<file path="config.mk">
export PLATFORM = sky130hd
export DESIGN_NAME = pwrseq_top
export DESIGN_NICKNAME = d
export VERILOG_FILES = /design/src/rtl/pwrseq_pkg.sv /design/src/rtl/pwrseq_timer.sv /design/src/rtl/pwrseq_fsm.sv /design/src/rtl/pwrseq_top.sv
export SDC_FILE = /design/constraint.sdc
export NUM_CORES = 1
export LEC_CHECK = 0
export ABC_AREA = 1
export CAP_MARGIN = 5
export CORE_MARGIN = 3
export CORE_UTILIZATION = 45
export CTS_CLUSTER_DIAMETER = 150
export DETAILED_ROUTE_END_ITERATION = 7
export HOLD_SLACK_MARGIN = 0.05
export MAX_ROUTING_LAYER = met4
export PLACE_DENSITY = 0.76
export SYNTH_ARGS = -nofsm -noshare
export SYNTH_HDL_FRONTEND = slang
export SYNTH_SLANG_ARGS = --single-unit
</file>
<file path="constraint.sdc">
create_clock -name clk_i -period 1.95 [get_ports clk_i]
set_clock_uncertainty 0.05 [all_clocks]
set_input_delay 0.585 -clock clk_i [delete_from_list [all_inputs] [get_ports clk_i]]
set_output_delay 0.585 -clock clk_i [all_outputs]
set_load 0.1 [all_outputs]
</file>
<file path="src/rtl/pwrseq_pkg.sv">
package pwrseq_pkg;

  typedef enum logic [3:0] {
    ST_OFF       = 4'd0,
    ST_SOFT      = 4'd1,
    ST_SUSP      = 4'd2,
    ST_RUN       = 4'd3,
    ST_OFF_SOFT  = 4'd4,
    ST_SOFT_SUSP = 4'd5,
    ST_SUSP_RUN  = 4'd6,
    ST_RUN_SUSP  = 4'd7,
    ST_SUSP_SOFT = 4'd8,
    ST_SOFT_OFF  = 4'd9
  } pwr_state_e;

  typedef struct packed {
    logic stby;
    logic mem;
    logic v5;
    logic v3;
    logic core;
    logic rsm;
    logic sys_pg;
    logic core_pg;
    logic btn;
  } ctl_t;

  function automatic int imax(input int a, input int b);
    return (a > b) ? a : b;
  endfunction

endpackage

</file>
<file path="src/rtl/pwrseq_timer.sv">
module pwrseq_timer #(
  parameter int TW = 8
) (
  input  logic          clk_i,
  input  logic          rst_ni,
  input  logic          start_i,
  input  logic [TW-1:0] load_i,
  output logic          exp_o
);

  logic [TW-1:0] rem_q;

  // loaded with cycles-1 so a wait of N cycles expires in its Nth cycle
  always_ff @(posedge clk_i or negedge rst_ni) begin
    if (!rst_ni)            rem_q <= '0;
    else if (start_i)       rem_q <= load_i;
    else if (rem_q != '0)   rem_q <= rem_q - 1'b1;
  end

  assign exp_o = (rem_q == '0);

endmodule

</file>
<file path="src/rtl/pwrseq_fsm.sv">
module pwrseq_fsm
  import pwrseq_pkg::*;
#(
  parameter int CLKS_PER_MS   = 125000,
  parameter int T_STBY_MS     = 10,
  parameter int T_SUSCLK_MS   = 10,
  parameter int T_5V3V_MS     = 3,
  parameter int T_CORE_MS     = 15,
  parameter int T_RAILOFF_MS  = 7,
  parameter int T_RESTART_MS  = 100,
  parameter int GOOD_TO_MS    = 100,
  parameter int PLT_POLLS     = 50,
  parameter int PWROK_GAP_CYC = 5,
  parameter int TW            = 24
) (
  input  logic          clk_i,
  input  logic          rst_ni,
  input  logic          pwr_on_req_i,
  input  logic          deep_wake_i,
  input  logic          lite_wake_i,
  input  logic          pg_stby_i,
  input  logic          pg_5v_i,
  input  logic          plt_rst_i,
  input  logic          keep_usb_i,
  input  logic          pause_soft_i,
  input  logic          dbg_plt_fail_i,
  input  logic          tmr_exp_i,
  output logic          tmr_start_o,
  output logic [TW-1:0] tmr_load_o,
  output ctl_t          ctl_o,
  output pwr_state_e    state_o
);

  localparam int PW = $clog2(PLT_POLLS + 1);
  localparam logic [TW-1:0] L_STBY    = TW'(T_STBY_MS * CLKS_PER_MS - 1);
  localparam logic [TW-1:0] L_SUSCLK  = TW'(T_SUSCLK_MS * CLKS_PER_MS - 1);
  localparam logic [TW-1:0] L_5V3V    = TW'(T_5V3V_MS * CLKS_PER_MS - 1);
  localparam logic [TW-1:0] L_CORE    = TW'(T_CORE_MS * CLKS_PER_MS - 1);
  localparam logic [TW-1:0] L_RAILOFF = TW'(T_RAILOFF_MS * CLKS_PER_MS - 1);
  localparam logic [TW-1:0] L_RESTART = TW'(T_RESTART_MS * CLKS_PER_MS - 1);
  localparam logic [TW-1:0] L_GOOD    = TW'(GOOD_TO_MS * CLKS_PER_MS - 1);
  localparam logic [TW-1:0] L_MS      = TW'(CLKS_PER_MS - 1);
  localparam logic [TW-1:0] L_GAP     = TW'(PWROK_GAP_CYC - 1);
  localparam logic [PW-1:0] POLL_LAST = PW'(PLT_POLLS - 1);

  pwr_state_e    st_q, st_d;
  logic [1:0]    step_q, step_d;
  logic [PW-1:0] poll_q, poll_d;
  logic          restart_q, restart_d;
  logic          fake_q, fake_d;
  ctl_t          ctl_q, ctl_d;

  always_comb begin
    st_d        = st_q;
    step_d      = step_q;
    poll_d      = poll_q;
    restart_d   = restart_q;
    fake_d      = fake_q | dbg_plt_fail_i;
    ctl_d       = ctl_q;
    ctl_d.btn   = 1'b0;
    tmr_start_o = 1'b0;
    tmr_load_o  = '0;
    unique case (st_q)
      ST_OFF: if (pwr_on_req_i) begin
        st_d = ST_OFF_SOFT; tmr_start_o = 1'b1; tmr_load_o = L_STBY;
      end
      ST_OFF_SOFT: begin
        unique case (step_q)
          2'd0: if (tmr_exp_i) begin
            ctl_d.stby = 1'b1; step_d = 2'd1;
            tmr_start_o = 1'b1; tmr_load_o = L_GOOD;
          end
          2'd1: begin
            if (pg_stby_i) begin
              ctl_d.rsm = 1'b1; step_d = 2'd2;
              tmr_start_o = 1'b1; tmr_load_o = L_SUSCLK;
            end else if (tmr_exp_i) begin
              ctl_d.stby = 1'b0; ctl_d.rsm = 1'b0; ctl_d.sys_pg = 1'b0;
              st_d = ST_OFF;
            end
          end
          default: if (tmr_exp_i) st_d = ST_SOFT;
        endcase
      end
      ST_SOFT: if (deep_wake_i) begin
        ctl_d.mem = 1'b1; st_d = ST_SOFT_SUSP;
        tmr_start_o = 1'b1; tmr_load_o = L_GOOD;
      end
      ST_SOFT_SUSP: begin
        if (pg_stby_i) st_d = ST_SUSP;
        else if (tmr_exp_i) begin
          ctl_d.mem = 1'b0; ctl_d.rsm = 1'b0; ctl_d.sys_pg = 1'b0;
          st_d = ST_SOFT_OFF;
        end
      end
      ST_SUSP: begin
        if (!pg_stby_i || (!lite_wake_i && !deep_wake_i)) begin
          if (!pg_stby_i) begin
            ctl_d.rsm = 1'b0; ctl_d.sys_pg = 1'b0;
          end
          ctl_d.v5 = 1'b0; ctl_d.mem = 1'b0; st_d = ST_SUSP_SOFT;
          tmr_start_o = 1'b1; tmr_load_o = L_RESTART;
        end else if (lite_wake_i) begin
          ctl_d.v5 = 1'b1; st_d = ST_SUSP_RUN;
          tmr_start_o = 1'b1; tmr_load_o = L_5V3V;
        end
      end
      ST_SUSP_RUN: begin
        unique case (step_q)
          2'd0: if (tmr_exp_i) begin
            ctl_d.v3 = 1'b1; step_d = 2'd1;
            tmr_start_o = 1'b1; tmr_load_o = L_GOOD;
          end
          2'd1: begin
            if (pg_5v_i && pg_stby_i) begin
              ctl_d.core = 1'b1; step_d = 2'd2;
              tmr_start_o = 1'b1; tmr_load_o = L_CORE;
            end else if (tmr_exp_i) begin
              ctl_d.v5 = 1'b0; ctl_d.v3 = 1'b0;
              ctl_d.rsm = 1'b0; ctl_d.sys_pg = 1'b0;
              st_d = ST_SUSP;
            end
          end
          2'd2: if (tmr_exp_i) begin
            ctl_d.sys_pg = 1'b1; ctl_d.core_pg = 1'b1; step_d = 2'd3;
            poll_d = '0; tmr_start_o = 1'b1; tmr_load_o = L_MS;
          end
          default: if (tmr_exp_i) begin
            if (!plt_rst_i && !fake_q) begin
              st_d = ST_RUN;
            end else if (!plt_rst_i || poll_q == POLL_LAST) begin
              // never released, or a simulated failure was armed
              ctl_d.rsm = 1'b0; ctl_d.sys_pg = 1'b0;
              restart_d = 1'b1; fake_d = 1'b0; st_d = ST_RUN;
            end else begin
              poll_d = poll_q + 1'b1;
              tmr_start_o = 1'b1; tmr_load_o = L_MS;
            end
          end
        endcase
      end
      ST_RUN: if (!(pg_5v_i && pg_stby_i) || !lite_wake_i) begin
        ctl_d.sys_pg = 1'b0; ctl_d.core_pg = 1'b0;
        if (!(pg_5v_i && pg_stby_i)) ctl_d.rsm = 1'b0;
        st_d = ST_RUN_SUSP; tmr_start_o = 1'b1; tmr_load_o = L_GAP;
      end
      ST_RUN_SUSP: begin
        if (step_q == 2'd0) begin
          if (tmr_exp_i) begin
            ctl_d.core = 1'b0; step_d = 2'd1;
            tmr_start_o = 1'b1; tmr_load_o = L_RAILOFF;
          end
        end else if (tmr_exp_i) begin
          ctl_d.v3 = 1'b0;
          if (!keep_usb_i) ctl_d.v5 = 1'b0;
          st_d = ST_SUSP;
        end
      end
      ST_SUSP_SOFT: begin
        if (!restart_q) begin
          st_d = pause_soft_i ? ST_SOFT : ST_SOFT_OFF;
        end else if (tmr_exp_i) begin
          restart_d = 1'b0; ctl_d.btn = 1'b1; st_d = ST_OFF_SOFT;
          tmr_start_o = 1'b1; tmr_load_o = L_STBY;
        end
      end
      ST_SOFT_OFF: begin
        ctl_d.stby = 1'b0; ctl_d.rsm = 1'b0; st_d = ST_OFF;
      end
      default: st_d = ST_OFF;
    endcase
  end

  always_ff @(posedge clk_i or negedge rst_ni) begin
    if (!rst_ni) begin
      st_q      <= ST_OFF;
      step_q    <= '0;
      poll_q    <= '0;
      restart_q <= 1'b0;
      fake_q    <= 1'b0;
      ctl_q     <= '0;
    end else begin
      st_q      <= st_d;
      step_q    <= (st_d != st_q) ? 2'd0 : step_d;
      poll_q    <= poll_d;
      restart_q <= restart_d;
      fake_q    <= fake_d;
      ctl_q     <= ctl_d;
    end
  end

  assign ctl_o   = ctl_q;
  assign state_o = st_q;

endmodule

</file>
<file path="src/rtl/pwrseq_top.sv">
module pwrseq_top
  import pwrseq_pkg::*;
#(
  parameter int CLKS_PER_MS   = 125000,
  parameter int T_STBY_MS     = 10,
  parameter int T_SUSCLK_MS   = 10,
  parameter int T_5V3V_MS     = 3,
  parameter int T_CORE_MS     = 15,
  parameter int T_RAILOFF_MS  = 7,
  parameter int T_RESTART_MS  = 100,
  parameter int GOOD_TO_MS    = 100,
  parameter int PLT_POLLS     = 50,
  parameter int PWROK_GAP_CYC = 5
) (
  input  logic       clk_i,
  input  logic       rst_ni,
  input  logic       pwr_on_req_i,
  input  logic       deep_wake_i,
  input  logic       lite_wake_i,
  input  logic       pg_stby_i,
  input  logic       pg_5v_i,
  input  logic       plt_rst_i,
  input  logic       keep_usb_i,
  input  logic       pause_soft_i,
  input  logic       dbg_plt_fail_i,
  output logic       stby_en_o,
  output logic       mem_en_o,
  output logic       v5_en_o,
  output logic       v3_en_o,
  output logic       core_en_o,
  output logic       rsm_rel_o,
  output logic       sys_pg_o,
  output logic       core_pg_o,
  output logic       pwr_btn_o,
  output logic [3:0] state_o
);

  localparam int MAX_MS = imax(imax(imax(GOOD_TO_MS, T_RESTART_MS), imax(T_STBY_MS, T_SUSCLK_MS)),
                               imax(imax(T_5V3V_MS, T_CORE_MS), T_RAILOFF_MS));
  localparam int MAX_CYC = imax(MAX_MS * CLKS_PER_MS, PWROK_GAP_CYC);
  localparam int TW      = $clog2(MAX_CYC + 1);

  logic          tmr_start, tmr_exp;
  logic [TW-1:0] tmr_load;
  ctl_t          ctl;
  pwr_state_e    st;

  pwrseq_timer #(.TW(TW)) u_timer (
    .clk_i   (clk_i),
    .rst_ni  (rst_ni),
    .start_i (tmr_start),
    .load_i  (tmr_load),
    .exp_o   (tmr_exp)
  );

  pwrseq_fsm #(
    .CLKS_PER_MS   (CLKS_PER_MS),
    .T_STBY_MS     (T_STBY_MS),
    .T_SUSCLK_MS   (T_SUSCLK_MS),
    .T_5V3V_MS     (T_5V3V_MS),
    .T_CORE_MS     (T_CORE_MS),
    .T_RAILOFF_MS  (T_RAILOFF_MS),
    .T_RESTART_MS  (T_RESTART_MS),
    .GOOD_TO_MS    (GOOD_TO_MS),
    .PLT_POLLS     (PLT_POLLS),
    .PWROK_GAP_CYC (PWROK_GAP_CYC),
    .TW            (TW)
  ) u_fsm (
    .clk_i          (clk_i),
    .rst_ni         (rst_ni),
    .pwr_on_req_i   (pwr_on_req_i),
    .deep_wake_i    (deep_wake_i),
    .lite_wake_i    (lite_wake_i),
    .pg_stby_i      (pg_stby_i),
    .pg_5v_i        (pg_5v_i),
    .plt_rst_i      (plt_rst_i),
    .keep_usb_i     (keep_usb_i),
    .pause_soft_i   (pause_soft_i),
    .dbg_plt_fail_i (dbg_plt_fail_i),
    .tmr_exp_i      (tmr_exp),
    .tmr_start_o    (tmr_start),
    .tmr_load_o     (tmr_load),
    .ctl_o          (ctl),
    .state_o        (st)
  );

  assign stby_en_o = ctl.stby;
  assign mem_en_o  = ctl.mem;
  assign v5_en_o   = ctl.v5;
  assign v3_en_o   = ctl.v3;
  assign core_en_o = ctl.core;
  assign rsm_rel_o = ctl.rsm;
  assign sys_pg_o  = ctl.sys_pg;
  assign core_pg_o = ctl.core_pg;
  assign pwr_btn_o = ctl.btn;
  assign state_o   = st;

endmodule

</file>
Word level (Yosys, flattened, before mapping) --
Cells that the tools add are included. W data, S select, Z words.
Storage, ports and cells: output and inout port bits 13, word-level logic and storage cells 245, register bits 47
Cells by class: mux-type cells 127, add/sub/neg operators 2, bitwise logic cells 2, eq/ne operators 59, reduce and logical (&&, ||, !) cells 40
Operator list (count):
- $mux W24 | 9
- $pmux W24 S8 | 1
- $mux W21 | 4
- $mux W4 | 19
- $pmux W24 S3 | 1
- $pmux W24 S2 | 1
- $mux W1 | 41
- $ne A2 B2 Y1 const B | 20
- $mux W2 | 19
- $pmux W4 S9 | 1
- $mux W17 | 2
- $ne A3 B3 Y1 const B | 9
- $reduce_and A5 Y1 | 5
- $logic_not A24 Y1 | 1
- $mux W6 | 4
- $reduce_bool A24 Y1 | 1
- $sub A24 B1 Y24 const B | 1
- $mux W20 | 1
- $mux W19 | 1
- $eq A4 B3 Y1 const B | 4
- $pmux W1 S2 | 8
- $pmux W4 S2 | 2
- $reduce_and A7 Y1 | 2
- $reduce_and A13 Y1 | 1
- other kinds (40) | 72

Depth between registers and ports, before layout --
Gate-level depths: netlist of run 1.
word-level depth 10, mapped depth 15

Modules after synthesis --
From an unflattened synthesis of run 1, not the netlist that was laid out.
Unflattened totals: cell total of the unflattened synthesis 597, area total of the unflattened synthesis 3791.1 µm²
Modules (own cells, without submodules):
- pwrseq_fsm | times used 1, cells an instance 343, area each 2113.3 µm²
- pwrseq_timer | times used 1, cells an instance 254, area each 1677.9 µm²

Worst setup path before layout of run 1 --
OpenSTA, ideal clock, no wires.
path kind flip-flop to flip-flop, start register u_fsm.st_q[3], in the netlist u_fsm.state_o[3], end register u_timer.rem_q[21], stages on the path, launching flop included 14, data required time 1.779 ns, period minus slack after synthesis 2.733 ns, slack -0.783 ns, arrival 2.563 ns, path through dfrtp_1 buf_2 nor2_1 nand3_1 inv_1 nor2_1 o21ai_1 a21oi_2 nand3_2 nor2_4 nand2_4 inv_4 buf_6 a21oi_1
On the way: longest elaborated chain between the ends 3
RTL lines:
- start, declared | RTL line pwrseq_fsm.sv:46 | pwr_state_e st_q, st_d;
- start signal, assigned | RTL line pwrseq_fsm.sv:183 | st_q <= st_d;
- $eq A4 B4 Y1 (tied with other cells) | RTL line pwrseq_fsm.sv:63 | unique case (st_q)
- $pmux W24 S8 / $pmux W1 S8 (equally long branches) | RTL line pwrseq_fsm.sv:63
- $mux W24 / $reduce_bool A2 Y1 (equally long branches)
- end signal, assigned | RTL line pwrseq_timer.sv:16 | else if (start_i) rem_q <= load_i;
- end signal, assigned | RTL line pwrseq_timer.sv:17 | else if (rem_q != '0) rem_q <= rem_q - 1'b1;
- end, declared | RTL line pwrseq_timer.sv:11 | logic [TW-1:0] rem_q;
Parallel ways exist; a longest one is shown, timed or not. A chain may end at the register's enable or synchronous reset.

Worst setup path in the final report of run 1 --
start register u_timer.rem_q[9], end register u_timer.rem_q[6]
On the way: longest elaborated chain between the ends 5
RTL lines:
- $logic_not A24 Y1 | RTL line pwrseq_timer.sv:20 | assign exp_o = (rem_q == '0);
- $mux W24 (tied with other cells) | RTL line pwrseq_fsm.sv:128 | default: if (tmr_exp_i) begin
- $pmux W24 S3 (tied with other cells) | RTL line pwrseq_fsm.sv:109 | unique case (step_q)
- $pmux W24 S8 / $pmux W1 S8 (equally long branches) | RTL line pwrseq_fsm.sv:63
- $mux W24 / $reduce_bool A2 Y1 (equally long branches)
Parallel ways exist; a longest one is shown, timed or not.

==> summary.md, run 1 <==
| Metric | Value |
|---|---|
| Initial antenna violation count | `0` |
| Worst-Margin Slew | `0.416 ns` |
| Routed wire per std cell | `18.0 um` |
| Netlist area before placement | `0.00349 sq mm` |
| Fmax | `0.440 GHz` |
| PortBufs | `23` |
| Detailed router's first-iteration violation count | `376` |
| Nets | `737` |
| Hold Fails Final Rpt | `0` |
| Vias per inst | `5.59` |
| Vias | `4,578` |
| Grt ovf | `0` |
| Routed Wire Length | `14,800 um` |
| Clock latency at the later pin of the worst-skew pair | `0.31 ns` |
| Root buffer cell | `clkbuf_8` |
| Cell Pwr Density | `1210 mW/mm^2` |
| Max-cap viol count | `0` |
| GP Congestion | `0.966` |
| Filler cell count | `423` |
| H-tree depth | `2` |
| Hold Path Class | `in2async` |
| Synth top area cells | `dfrtp_1 (34%), nand2_1 (12%), nor2_1 (7.3%), inv_1 (7.0%), nand3_1 (4.0%)` |
| Max-slew violations | `0` |
| Static leakage | `3.19 nW` |
| Synth unique cells | `43` |
| Setup Viol. Count Final | `39` |
| Die Width | `94.1 um` |
| Mapped Cells | `498` |
| Share of cells above drive strength 1 | `50.3%` |
| Share of Yosys cell area claimed by the top area cell type | `33.7%` |
| Fin util | `82.2%` |
| Antenna-violating nets left | `0` |
| Sequential area share after synthesis | `33.7%` |
| Final WS setup | `-0.325 ns` |
| Syn Area/Cell | `7.01 sq um` |
| Ys Warns | `0` |
| Cell row count | `31` |
| Overall Power | `7.33 mW` |
| Syn nets | `516` |
| Relative slew slack | `72.3%` |
| WS Path Type | `reg2reg` |
| Data required time at the worst endpoint | `2.15 ns` |
| Most common cell after layout, fill and taps aside | `buf_4` |
| Number of global-route vias before repair | `4,619` |
| Core Box Area | `0.00737 sq mm` |
| DRC viols | `0` |
| Hpwl dp | `9210 um` |
| Total track usage | `32.1%` |
| Largest net degree at the start of global routing | `33` |
| Seq cells post-synth | `47` |
| Startpoint types | `register` |
| Initial Util | `47.4%` |
| Clock sinks | `47` |
| Period utilization | `117%` |
| ANT cells | `0` |
| Critical-path maximum fanout | `7` |
| Failing checks | `setup timing` |
| WP data arrival | `2.47 ns` |
| Worst VDD drop | `0.834 mV` |
| Status | `finished with violations` |
| Clock Path Buffers | `2` |
| Layout area overhead | `73.5%` |
| Hold_buf cts | `0` |
| Die height | `94.1 um` |
| Die Area | `0.00885 sq mm` |
| Period minus WS final | `2.28 ns` |
| Leading area contributor after synthesis | `dfrtp_1` |
| First-pass GRT wire length | `21,700 um` |
| CP Capture Type | `register` |
| # IOs | `24` |
| Clock transition at path regs | `0.10 ns` |
| Most frequent cells in the layout | `buf_4 (188), nand2_1 (94), inv_1 (51), nor2_1 (49), dfrtp_1 (43)` |
| RSZ-0062 raised after global routing | `yes` |
| TritonCTS clock tree | `yes` |
| Cts bufs inserted | `5` |
| First-pass iteration count of the detailed router | `6` |
-- final cells by class --
cell class | count | area, sq um | area share (%)
clock buffer | 6 | 82.6 | 1.36
clock inverter | 2 | 16.3 | 0.269
inverter | 68 | 273 | 4.50
multi-input combinational | 375 | 2460 | 40.7
sequential | 47 | 1190 | 19.7
tap | 99 | 124 | 2.05
timing repair buffer | 221 | 1900 | 31.3
timing repair inverter | 1 | 11.3 | 0.186
-- power breakdown --
| part | internal [mW] | leakage [nW] | switching [mW] |
|---|---|---|---|
| Clock | 0.291 | 0.0474 | 0.378 |
| Sequential | 1.27 | 0.588 | 0.244 |
| Combinational | 2.23 | 2.56 | 2.92 |
-- cells by family after synthesis --
family / after synthesis / share of synthesized area (%)
DFF: 47 / 33.7
xor gates and xnor gates: 17 / 4.27
AOI/OAI and AO/OA: 84 / 14.8
buffers and inverters: 76 / 8.78
adders and majority gates: 7 / 2.51
and+or+nand+nor: 267 / 36.0
-- stage by stage --
stage / setup TNS (ns) / instances / setup slack, ns / hold WS, ns / instance area (sq um)
2_1_floorplan: -4.44 / 498 / -0.220 / 0.239 / 3600
3_3_place_gp: -19.47 / 772 / -0.632 / 0.442 / 5230
3_5_place_dp: -23.49 / 772 / -0.813 / 0.473 / 5230
4_1_cts: -3.28 / 809 / -0.164 / 0.154 / 5770
5_1_grt: -11.11 / 819 / -0.380 / 0.158 / 6060
6_report: -8.30 / 819 / -0.325 / 0.135 / 6060
-- synth_stat cells --
cell and n:
o21a_1 2, a21oi_4 1, a31oi_1 2, nor2_2 4
nor2_4 5, or3_1 1, nand2_4 3, a21o_1 1
o31ai_1 7, a211oi_1 2, a21oi_1 25, inv_2 2
inv_1 65, dfrtp_1 47, nand2_2 5, nor3b_1 2
o22ai_1 1, a31o_2 1, buf_2 3, xor2_1 7
nor2_1 68, xnor2_1 10, buf_4 2, a21oi_2 9
nor3_1 11, and3_1 1, nand3_4 1, nand3_1 28
nor2_8 2, nand4_1 12, o211ai_1 2, nand3_2 1
ha_1 7, buf_6 1, nor4_1 3, o21ai_0 28
nand3b_1 3, clkbuf_1 2, o21ai_1 1, inv_4 1
o2111ai_1 2, nor3b_2 1, nand2_1 116
-- per-layer routing --
metal | GRT usage (%) | vias to the layer above | share of wire [%]
met4 | 16.5 | 0 | 6.1
met2 | 56.5 | 289 | 49
met5 | - | - | 0
met1 | 35.6 | 2118 | 38
li1 | - | 2068 | -
met3 | 3.85 | 103 | 7.2
-- worst paths after layout --
| kind | cells past startpoint | slack, ns | end | startpoint |
|---|---|---|---|---|
| worst max-delay path | 14 | -0.33 | u_timer.rem_q[6]$_DFFE_PN0P_ | u_timer.rem_q[9]$_DFFE_PN0P_ |
| max in group asynchronous | 2 | 1.17 | u_fsm.state_o[1]$_DFF_PN0_ | rst_ni |
| worst min-delay path | 1 | 0.14 | u_fsm.poll_q[2]$_DFFE_PN0P_ | rst_ni |
| min in group clk_i | 2 | 0.51 | u_fsm.ctl_o[7]$_DFFE_PN0P_ | u_fsm.ctl_o[7]$_DFFE_PN0P_ |
| worst max register to register | 14 | -0.33 | u_timer.rem_q[6]$_DFFE_PN0P_ | u_timer.rem_q[9]$_DFFE_PN0P_ |
| worst min register to register | 2 | 0.51 | u_fsm.ctl_o[7]$_DFFE_PN0P_ | u_fsm.ctl_o[7]$_DFFE_PN0P_ |
-- critical path, cell delays in order (launching register included) --
cell     delay, ns
dfrtp_1       0.42
nor2_2        0.17
nand2_1       0.13
nor2_4        0.20
nand2_4       0.10
nor2_8        0.20
nand2_2       0.12
nor2_4        0.12
nor2_4        0.06
buf_4         0.14
inv_1         0.10
nor2_1        0.08
nand2_1       0.09
inv_1         0.08
a21oi_1       0.15
-- sequential cells by signal, summed over array words and instances (netlist names) --
| name | count |
|---|---|
| u_fsm.ctl_o | 9 |
| u_fsm.state_o | 4 |
| u_fsm.step_q | 2 |
| u_timer.rem_q | 24 |
| u_fsm.poll_q | 6 |
| u_fsm.restart_q | 1 |
| u_fsm.fake_q | 1 |
-- repair_timing --
item | in CTS | in global routing
setup buffers | 27 | 13
resized for setup | 75 | 72
cloned | 2 | 0
endpoints found under the setup margin | 38 | 41
pin swaps | 31 | 38
Power figures use the tool's default switching activity.
==> run 2: changes to the inputs <==
--- a/config.mk
+++ b/config.mk
@@ -11,6 +11,7 @@
 export CORE_UTILIZATION = 45
 export CTS_CLUSTER_DIAMETER = 150
 export DETAILED_ROUTE_END_ITERATION = 7
+export GPL_ROUTABILITY_DRIVEN = 0
 export HOLD_SLACK_MARGIN = 0.05
 export MAX_ROUTING_LAYER = met4
 export PLACE_DENSITY = 0.76
==> summary.md, run 2 (same netlist as run 1, synthesis figures left out) <==
| Metric | Value |
|---|---|
| Hpwl dp | `8920 um` |
| PortBufs | `23` |
| Nets | `713` |
| Startpoint types | `register` |
| Final WS setup | `-0.302 ns` |
| Clock latency at the later pin of the worst-skew pair | `0.31 ns` |
| Detailed router's first-iteration violation count | `443` |
| Die Width | `94.1 um` |
| Routed wire per std cell | `17.7 um` |
| Data required time at the worst endpoint | `2.14 ns` |
| Failing checks | `setup timing` |
| Critical-path maximum fanout | `6` |
| Overall Power | `7.04 mW` |
| Largest net degree at the start of global routing | `22` |
| CP max-delay cell | `dfrtp_1` |
| Cts bufs inserted | `5` |
| Clock transition at path regs | `0.09 ns` |
| Max-slew violations | `0` |
| Most common cell after layout, fill and taps aside | `buf_4` |
| Fmax | `0.444 GHz` |
| DRC viols | `0` |
| Vias | `4,520` |
| Routed Wire Length | `14,100 um` |
| Hold Path Class | `in2async` |
| H-tree depth | `2` |
| Fin util | `78.0%` |
| CP Capture Type | `register` |
| WP data arrival | `2.44 ns` |
| Finished layout cell area | `0.00575 sq mm` |
| Cells after DPL | `759` |
| Static leakage | `3.00 nW` |
| ANT cells | `0` |
| Cell Count, Final, Fillers Out | `795` |
| Cell Pwr Density | `1230 mW/mm^2` |
| Status | `finished with violations` |
| R2R setup slack | `-0.30 ns` |
| Hold_buf cts | `0` |
| Hold Fails Final Rpt | `0` |
| Layout area overhead | `64.7%` |
| FF/Latch Area | `0.00119 sq mm` |
| CP most frequent cell | `nand2_2` |
| First-pass GRT wire length | `21,600 um` |
| Worst path cell trace | `nor2_1 > nand2_2 > nor2_4 > nand2_4 > nor2_8 > nand2_2 > buf_4 > o21ai_0 > a21oi_1 > nand3b_1 > nand2_2 > a21oi_2` |
| Top reg by flops | `u_timer.rem_q` |
| RSZ-0062 raised after global routing | `yes` |
| Number of global-route vias before repair | `4,648` |
| Setup Viol. Count Final | `37` |
| Grt ovf | `0` |
| Initial Util | `47.4%` |
| Worst-Margin Slew | `0.455 ns` |
| Pre-CTS WS | `-0.763 ns` |
| Total track usage | `31.7%` |
| Die Area | `0.00885 sq mm` |
| Worst VDD drop | `1.13 mV` |
| # IOs | `24` |
| Max-cap viol count | `0` |
| Hold WS | `0.164 ns` |
| WS Path Type | `reg2reg` |
| Clock Path Buffers | `2` |
| Most frequent cells in the layout | `buf_4 (165), nand2_1 (100), inv_1 (47), nor2_1 (45), dfrtp_1 (43)` |
| Relative slew slack | `69.7%` |
| Root buffer cell | `clkbuf_8` |
| Filler cell count | `459` |
| TritonCTS clock tree | `yes` |
| Number of flip-flops in the largest register | `24` |
| Post-DP Area | `0.00511 sq mm` |
| Initial antenna violation count | `0` |
| Period utilization | `115%` |
| Die height | `94.1 um` |
| Share of cells above drive strength 1 | `47.6%` |
| Core Box Area | `0.00737 sq mm` |
| First-pass iteration count of the detailed router | `6` |
| Setup TNS | `-7.14 ns` |
| Max incr delay on CP | `0.41 ns` |
| Period minus WS final | `2.25 ns` |
| Antenna-violating nets left | `0` |
| Vias per inst | `5.69` |
| Area of the multi-input gates | `0.00239 sq mm` |
| Cell row count | `31` |
| Clock sinks | `47` |
run 2: cell types whose count changed in the layout (fill, tap and decap cells not counted), sizes merged:
cell	before	now
buf	212	187
clkbuf	6	5
nand2	124	125
clkinvlp	1	2
run 2: layout make-up:
class                      count  area share, %
multi-input combinational    376           41.6
timing repair buffer         196           29.2
clock inverter                 3          0.348
timing repair inverter         1          0.109
clock buffer                   5           1.20
tap                           99           2.15
inverter                      68           4.66
sequential                    47           20.7
run 2: path summary, 6_finish.rpt:
path / from / endpoint / cells after the start
setup / recovery: u_timer.rem_q[13]$_DFFE_PN0P_ / u_timer.rem_q[3]$_DFFE_PN0P_ / 12
hold / removal: rst_ni / u_timer.rem_q[6]$_DFFE_PN0P_ / 1
setup reg to reg: u_timer.rem_q[13]$_DFFE_PN0P_ / u_timer.rem_q[3]$_DFFE_PN0P_ / 12
hold reg to reg: u_fsm.restart_q$_DFFE_PN0P_ / u_fsm.restart_q$_DFFE_PN0P_ / 1
max in group asynchronous: rst_ni / u_fsm.ctl_o[8]$_DFFE_PN0P_ / 2
min in group clk_i: u_fsm.restart_q$_DFFE_PN0P_ / u_fsm.restart_q$_DFFE_PN0P_ / 1
run 2: critical path: cells and delay by family (launching register included):
family	cells	cell delay (ns)
AND/OR/NAND/NOR	8	1.08
buffers and inverters	1	0.16
AO/OA/AOI/OAI	3	0.48
flip-flops	1	0.41
run 2: repair_timing:
action,CTS,global route
setup buffers,20,5
pin swaps,28,30
resized for setup,56,68
gates cloned,3,0
endpoints found under the setup margin,37,41
run 2: layer usage:
| layer | vias up | track usage, % | routed length (um) |
|---|---|---|---|
| li1 | 2017 | - | - |
| met5 | - | - | 0 |
| met1 | 2108 | 35.6 | 5150 |
| met3 | 89 | 4.09 | 1020 |
| met4 | 0 | 15.0 | 741 |
| met2 | 306 | 55.8 | 7170 |
run 2: power by group:
| group | internal (mW) | total, mW | switching, mW |
|---|---|---|---|
| clock | 0.250 | 0.602 | 0.352 |
| sequential | 1.27 | 1.52 | 0.257 |
| combinational | 2.10 | 4.92 | 2.82 |
| total | 3.62 | 7.04 | 3.43 |
